**src/rtl/slc_pkg.sv**
```systemverilog
package slc_pkg;
  localparam int NUM_WIN = 3;
  typedef enum logic [1:0] {
    WIN_ENABLE = 2'd0,
    WIN_BRIGHT = 2'd1,
    WIN_LIGHTS = 2'd2
  } win_e;
endpackage

```
**src/rtl/slc_decode.sv**
```systemverilog
module slc_decode
  import slc_pkg::*;
#(
  parameter int unsigned ADDR_W    = 32,
  parameter int unsigned WIN_BYTES = 4,
  parameter int unsigned BASE_ADDR = 100
) (
  input  logic [ADDR_W-1:0]  addr_i,
  output logic [NUM_WIN-1:0] hit_o
);
  // one comparator pair per window, all evaluated in parallel
  for (genvar k = 0; k < NUM_WIN; k++) begin : g_win
    localparam logic [ADDR_W-1:0] LO = ADDR_W'(BASE_ADDR + k * WIN_BYTES);
    localparam logic [ADDR_W-1:0] HI = ADDR_W'(BASE_ADDR + (k + 1) * WIN_BYTES - 1);
    assign hit_o[k] = (addr_i >= LO) && (addr_i <= HI);
  end
endmodule

```
**src/rtl/slc_regs.sv**
```systemverilog
module slc_regs
  import slc_pkg::*;
#(
  parameter int unsigned DATA_W   = 32,
  parameter int unsigned BRIGHT_W = 4,
  parameter int unsigned N_LIGHTS = 16
) (
  input  logic                clk_i,
  input  logic                rst_ni,
  input  logic [NUM_WIN-1:0]  wr_i,
  input  logic [DATA_W-1:0]   wdata_i,
  output logic                disp_en_o,
  output logic [BRIGHT_W-1:0] bright_o,
  output logic [N_LIGHTS-1:0] lights_o
);
  always_ff @(posedge clk_i or negedge rst_ni) begin
    if (!rst_ni) begin
      disp_en_o <= 1'b0;
      bright_o  <= '0;
      lights_o  <= '0;
    end else begin
      if (wr_i[WIN_ENABLE]) disp_en_o <= |wdata_i;
      if (wr_i[WIN_BRIGHT]) bright_o  <= wdata_i[BRIGHT_W-1:0];
      if (wr_i[WIN_LIGHTS]) lights_o  <= wdata_i[N_LIGHTS-1:0];
    end
  end
endmodule

```
**src/rtl/slc_readmux.sv**
```systemverilog
module slc_readmux
  import slc_pkg::*;
#(
  parameter int unsigned DATA_W   = 32,
  parameter int unsigned BRIGHT_W = 4,
  parameter int unsigned N_LIGHTS = 16
) (
  input  logic [NUM_WIN-1:0]  sel_i,
  input  logic                disp_en_i,
  input  logic [BRIGHT_W-1:0] bright_i,
  input  logic [N_LIGHTS-1:0] lights_i,
  output logic [DATA_W-1:0]   rdata_o
);
  always_comb begin
    rdata_o = '0;
    if (sel_i[WIN_ENABLE]) rdata_o = DATA_W'(disp_en_i);
    if (sel_i[WIN_BRIGHT]) rdata_o = DATA_W'(bright_i);
    if (sel_i[WIN_LIGHTS]) rdata_o = DATA_W'(lights_i);
  end
endmodule

```
**src/rtl/status_light_ctrl.sv**
```systemverilog
module status_light_ctrl
  import slc_pkg::*;
#(
  parameter int unsigned ADDR_W    = 32,
  parameter int unsigned DATA_W    = 32,
  parameter int unsigned BASE_ADDR = 100,
  parameter int unsigned BRIGHT_W  = 4,
  parameter int unsigned N_LIGHTS  = 16
) (
  input  logic                clk_i,
  input  logic                rst_ni,
  input  logic                req_i,
  input  logic                we_i,
  input  logic [ADDR_W-1:0]   addr_i,
  input  logic [DATA_W-1:0]   wdata_i,
  output logic                done_o,
  output logic [DATA_W-1:0]   rdata_o,
  output logic                disp_en_o,
  output logic [BRIGHT_W-1:0] bright_o,
  output logic [N_LIGHTS-1:0] lights_o
);
  localparam int unsigned WIN_BYTES = DATA_W / 8;

  logic [NUM_WIN-1:0] hit;
  logic [NUM_WIN-1:0] wr;
  logic [NUM_WIN-1:0] rd;
  logic [DATA_W-1:0]  rd_mux;
  logic               claim;

  slc_decode #(
    .ADDR_W(ADDR_W), .WIN_BYTES(WIN_BYTES), .BASE_ADDR(BASE_ADDR)
  ) u_decode (
    .addr_i(addr_i), .hit_o(hit)
  );

  assign claim = req_i && (|hit);
  assign wr    = (req_i &&  we_i) ? hit : '0;
  assign rd    = (req_i && !we_i) ? hit : '0;

  slc_regs #(
    .DATA_W(DATA_W), .BRIGHT_W(BRIGHT_W), .N_LIGHTS(N_LIGHTS)
  ) u_regs (
    .clk_i(clk_i), .rst_ni(rst_ni), .wr_i(wr), .wdata_i(wdata_i),
    .disp_en_o(disp_en_o), .bright_o(bright_o), .lights_o(lights_o)
  );

  slc_readmux #(
    .DATA_W(DATA_W), .BRIGHT_W(BRIGHT_W), .N_LIGHTS(N_LIGHTS)
  ) u_readmux (
    .sel_i(rd), .disp_en_i(disp_en_o), .bright_i(bright_o),
    .lights_i(lights_o), .rdata_o(rd_mux)
  );

  always_ff @(posedge clk_i or negedge rst_ni) begin
    if (!rst_ni) begin
      done_o  <= 1'b0;
      rdata_o <= '0;
    end else begin
      done_o  <= claim;
      rdata_o <= rd_mux;
    end
  end
endmodule

```
**config.mk**
```make
export PLATFORM = sky130hd
export DESIGN_NAME = status_light_ctrl
export DESIGN_NICKNAME = d
export VERILOG_FILES = /design/src/rtl/slc_pkg.sv /design/src/rtl/slc_decode.sv /design/src/rtl/slc_regs.sv /design/src/rtl/slc_readmux.sv /design/src/rtl/status_light_ctrl.sv
export SDC_FILE = /design/constraint.sdc
export NUM_CORES = 1
export LEC_CHECK = 0
export ABC_AREA = 1
export CAP_MARGIN = 20
export CORE_MARGIN = 5
export CORE_UTILIZATION = 31
export DETAILED_ROUTE_END_ITERATION = 8
export GPL_TIMING_DRIVEN = 0
export MAX_ROUTING_LAYER = met4
export PLACE_DENSITY = 0.73
export SYNTH_ARGS = -nofsm -noshare
export SYNTH_HDL_FRONTEND = slang
export SYNTH_SLANG_ARGS = --single-unit
```
**constraint.sdc**
```tcl
create_clock -name clk_i -period 1 [get_ports clk_i]
set_clock_uncertainty 0.1 [all_clocks]
set_input_delay 0.3 -clock clk_i [delete_from_list [all_inputs] [get_ports clk_i]]
set_output_delay 0.3 -clock clk_i [all_outputs]
set_load 0.02 [all_outputs]
```
### Word-level counts from Yosys, hierarchy flattened

Cells that the tools add are included.

* flip-flop bits (word level): 54
* input port bits: 68
* output and inout port bits: 54

* $lt $le $gt $ge: 6
* muxes and demuxes: 5
* reduce and logical (&&, ||, !) cells: 9

Operators with widths (number)
* greater-or-equal comparator 32 x 7 -> 1 bit, second input constant: 3
* less-or-equal comparator 32 x 7 -> 1 bit, second input constant: 3
* OR reduction 32 bit: 1
* two-way mux 16 bit: 1
* logical AND 1 bit: 6
* two-way mux 3 bit: 2
* two-way mux 4 bit: 1
* OR reduction 3 bit: 1
* logical NOT 1 bit: 1
* two-way mux 1 bit: 1

### Depth between registers and ports, before layout

* depth after elaboration: 6
* mapped depth: 10

### Modules after synthesis

Synthesis repeated with hierarchy kept, for this count alone.

* cell total of the unflattened synthesis: 253
* area, all modules: 2387.3 µm²

By module, submodules not included
* slc_regs: instances 1, cells each 81, area each 924.6 µm², sequential area each 525.5 µm²
* status_light_ctrl: instances 1, cells each 48, area each 883.3 µm², sequential area each 825.8 µm²
* slc_readmux: instances 1, cells each 60, area each 312.8 µm², sequential area each 0.0 µm²
* slc_decode: instances 1, cells each 64, area each 266.5 µm², sequential area each 0.0 µm²

### Worst setup path before layout

No wires, ideal clock.

* path type: input -> register
* start: input addr_i[19]
* end: register u_regs.lights_o[1]
* arrival time: 1244 ps
* slack: -461 ps
* cell stages on the path: 7
* path buffers: 1
* cell sequence: nor2_1 -> nand4_4 -> nor2_8 -> nand4_4 -> buf_6 -> o21ai_1 -> inv_1

* cells in the longest elaborated chain, start to end: 3

RTL lines
* start, declared: RTL line status_light_ctrl.sv:14 `input logic [ADDR_W-1:0] addr_i,`
* greater-or-equal comparator 32 x 7 -> 1 bit or less-or-equal comparator 32 x 7 -> 1 bit (tied branches): RTL line slc_decode.sv:15 `assign hit_o[k] = (addr_i >= LO) && (addr_i <= HI);`
* logical AND 1 bit *: RTL line slc_decode.sv:15
* two-way mux 3 bit *: RTL line status_light_ctrl.sv:37 `assign wr = (req_i && we_i) ? hit : '0;`
* end signal, assigned: RTL line slc_regs.sv:24 `if (wr_i[WIN_LIGHTS]) lights_o <= wdata_i[N_LIGHTS-1:0];`
* end, declared: RTL line slc_regs.sv:14 `output logic [N_LIGHTS-1:0] lights_o`

Mark *: on every way between the ends. The rest lies on a longest branch, timed or not.
A chain may end at the register's enable or synchronous reset.

### Worst setup path after layout

* start: input addr_i[13]
* end: register rdata_o[0]

* cells in the longest elaborated chain, start to end: 6

RTL lines
* greater-or-equal comparator 32 x 7 -> 1 bit or less-or-equal comparator 32 x 7 -> 1 bit (tied branches): RTL line slc_decode.sv:15
* logical AND 1 bit: RTL line slc_decode.sv:15
* two-way mux 3 bit *: RTL line status_light_ctrl.sv:38 `assign rd = (req_i && !we_i) ? hit : '0;`
* two-way mux 1 bit: RTL line slc_readmux.sv:16 `if (sel_i[WIN_ENABLE]) rdata_o = DATA_W'(disp_en_i);`
* two-way mux 4 bit: RTL line slc_readmux.sv:17 `if (sel_i[WIN_BRIGHT]) rdata_o = DATA_W'(bright_i);`
* two-way mux 16 bit *: RTL line slc_readmux.sv:18 `if (sel_i[WIN_LIGHTS]) rdata_o = DATA_W'(lights_i);`
* net rd_mux[0]: RTL line status_light_ctrl.sv:27 `logic [DATA_W-1:0] rd_mux;`
* end signal, assigned: RTL line status_light_ctrl.sv:60 `rdata_o <= rd_mux;`
* end, declared: RTL line status_light_ctrl.sv:17 `output logic [DATA_W-1:0] rdata_o,`

The timed path passes the listed nets; every way through them passes the cells marked *.

==> results by group <==
Run status
  • Status: complete, but fails checks
  • Failing checks: negative setup slack

STA
  • Crit path time final: 1368 ps
  • Worst slew pin tran: 852.7 ps
  • Final period utilization: 136.8%
  • Finish-stage setup viols: 76
  • Worst setup margin: -367.7 ps
  • Slew HR: 43.15%
  • Max-slew violations: 0
  • Hold WS: 18.49 ps
  • F_max: 0.7311 GHz
  • Final hold vios: 0
  • RSZ-0062 raised after global routing: true

Layout
  • Share of layout cells above drive strength 1: 48.04%
  • Most frequent cells in the layout: buf_6, inv_1, buf_4, dfrtp_1, nand2_1
  • Most common cell after layout, fill and taps aside: buf_6
  • Final #Nets: 450
  • Diodes inserted: 0
  • Layout fillers: 498
  • Fin cells: 458
  • Synthesis-to-finish area growth: 90.35%

Placement
  • Placed Cells: 423
  • Post-DP HPWL: 4.255 mm
  • Routability cong.: 0.7801
  • PortBufs: 103
  • Post-place setup slack: -1064 ps

Critical path
  • CP Max Fanout: 5
  • WP buf/inv: 4
  • Startpoint types: input port
  • CP max stage delay: 170 ps
  • Largest delay share family, worst path: simple AND/OR/NAND/NOR gates
  • CP max-delay cell: clkdlybuf4s15_1
  • Worst setup EP type: flop
  • Req. time, crit path: 1080 ps
  • Crit path DAT: 1450 ps
  • Critical-path cell list: clkdlybuf4s15_1 -> nor2_2 -> nand4_4 -> nor2_8 -> buf_12 -> buf_6 -> nand2_4 -> nor2_4 -> nand3_2 -> nand2_1 -> inv_1
  • Critical path type: input port to flop

Routing
  • Detailed-route wire length: 6.200 mm
  • DR WL/cell: 13.54 µm
  • Vias: 1975
  • 1st-iter DRT viols: 104
  • First drt pass iteration count: 4
  • Antenna violation net count after detailed routing: 0
  • Vias per cell: 4.312
  • DRC Markers: 0

Min path
  • Hold Path Class: input port to async pin

Power
  • Leak Pwr: 1.917 nW
  • PD cells: 841.8 nW/µm²
  • Max VDD drop: 530.3 µV
  • Final Power: 3.073 mW

Synthesis
  • Syn Area/Cell: 8.340 µm²
  • Synth Warn #: 0
  • Post-synth EDFFs: 0
  • Seq/Total Area, Yosys: 49.58%
  • Gate Count Post-Synth: 230
  • Post-synth top area cell: dfrtp_1
  • Post-synthesis register bit count: 38
  • Distinct cells, synth: 25
  • Dominant synthesized flop cell: dfrtp_1
  • Async set-reset flop share out of synthesis: 100.0%
  • Share of the synthesized area in the top cell type: 49.58%
  • Top cells by area, synth: dfrtp_1, inv_1, nor2_1
  • Cell area after synthesis: 1918 µm²

GRT
  • Overall Global Routing Usage: 15.72%
  • Initial antenna violation count: 0
  • First-pass GRT wire length: 9.183 mm
  • Vias in the first global route: 1997
  • Grt ovf: 0
  • Largest net degree at the start of global routing: 39

Clock network
  • Clock Root Buffer: clkbuf_8
  • Total CTS buffers: 5
  • Clock transition at path regs: 80 ps
  • Worst-case clock buffer depth: 2
  • Htree depth: 2
  • Cts-stage hold buffer count: 0
  • CTS tree: built
  • Worst-Skew Late Latency: 280 ps
  • CTS sink cnt: 38

Floorplan
  • Core Rows: 28
  • Chip height: 88.66 µm
  • Die W: 88.66 µm
  • Number of primary I/O pins: 122
  • Initial core utilization: 32.21%
  • Core area: 5956 µm²
  • Die ar.: 7861 µm²

Run
  • Max-capacitance violation count: 0
==> sequential cells by signal (all words and copies together) (netlist names) <==
register and flops:
u_regs.bright_o 4, u_regs.lights_o 16, done_o 1, rdata_o 16
u_regs.disp_en_o 1
==> stage by stage <==
| stage | util, % | TNS [ps] | area (µm²) |
|---|---|---|---|
| 2_1_floorplan | - | -13120 | 2006 |
| 3_3_place_gp | 52.56 | -98650 | 3131 |
| 3_5_place_dp | 52.48 | -52440 | 3126 |
| 4_1_cts | 58.09 | -20520 | 3460 |
| 5_1_grt | 61.30 | -23270 | 3651 |
| 6_report | 61.30 | -18980 | 3651 |
==> what timing repair did <==
| action | in CTS | in global routing |
|---|---|---|
| resized for setup | 366 | 55 |
| gates cloned | 2 | 0 |
| setup buffers | 16 | 9 |
| pin swaps | 46 | 42 |
| setup endpoints to repair | 76 | 76 |
==> routing by layer <==
layer  vias up  part of all wire (%)  global-route usage, %
met2        75                    55                  28.41
met3        12                   5.7                  2.793
li1        974                     -                      -
met5         -                     0                      -
met1       914                    37                  17.18
met4         0                   2.3                  5.495
==> area by class of cell <==
type	instances	area (µm²)	share of cell area (%)
multi-input cells	138	927.1	25.39
well taps	75	93.84	2.570
repair buffers	130	1232	33.76
flip-flops and latches	38	950.9	26.05
inverters	49	186.4	5.106
plain buffers	20	168.9	4.626
clock inverters	1	5.005	0.1371
clock buffers	7	86.33	2.365
==> cells by family (layout without fill, tap and decap cells) <==
kind of cell           Yosys count  in the layout  synth area share [%]
other                            1             16                0.1955
buffers and inverters           69            207                 17.87
AND/OR/NAND/NOR                 97             97                 25.44
AO/OA/AOI/OAI                   25             25                 6.915
flip-flops                      38             38                 49.58
==> report_power, final <==
part	leakage, nW	switching (mW)	internal, mW
registers	0.442	0.0000000117	1.54
clock network	0.0482	0.515	0.556
logic	1.43	0.225	0.242
total	1.92	0.740	2.33
==> worst register-to-register path: cells and delay by family, from the launching register on <==
family	cells	cell delay, ps
and+or+nand+nor	4	430
DFF	1	370
buffers and inverters	2	120
AOI/OAI and AO/OA	1	100
==> synthesized netlist by cell type (2+ instances only) <==
library cell and number:
o22ai_1 3, buf_6 3, nand2_1 32, nor2_2 2, nand4_4 3, nand3_1 5, nand4_1 3, o21ai_1 15
nand2_2 2, inv_1 48, nor4_1 4, dfrtp_1 38, nand3b_1 2, nor2_1 39, buf_4 16, o21ai_0 6
==> worst paths after layout <==
kind                                          from                  to  slack, ps  depth (start not counted)
worst max register to register    u_regs.disp_en_o          rdata_o[0]       -160                          7
worst min-delay path                        rst_ni  u_regs.lights_o[2]         20                          1
worst max-delay path                    addr_i[13]          rdata_o[0]       -370                         11
min in group clk_i                      wdata_i[5]  u_regs.lights_o[5]        220                          3
max in group asynchronous                   rst_ni  u_regs.bright_o[0]        240                          1
worst min register to register  u_regs.lights_o[4]          rdata_o[4]        440                          2
Power figures use the tool's default switching activity.
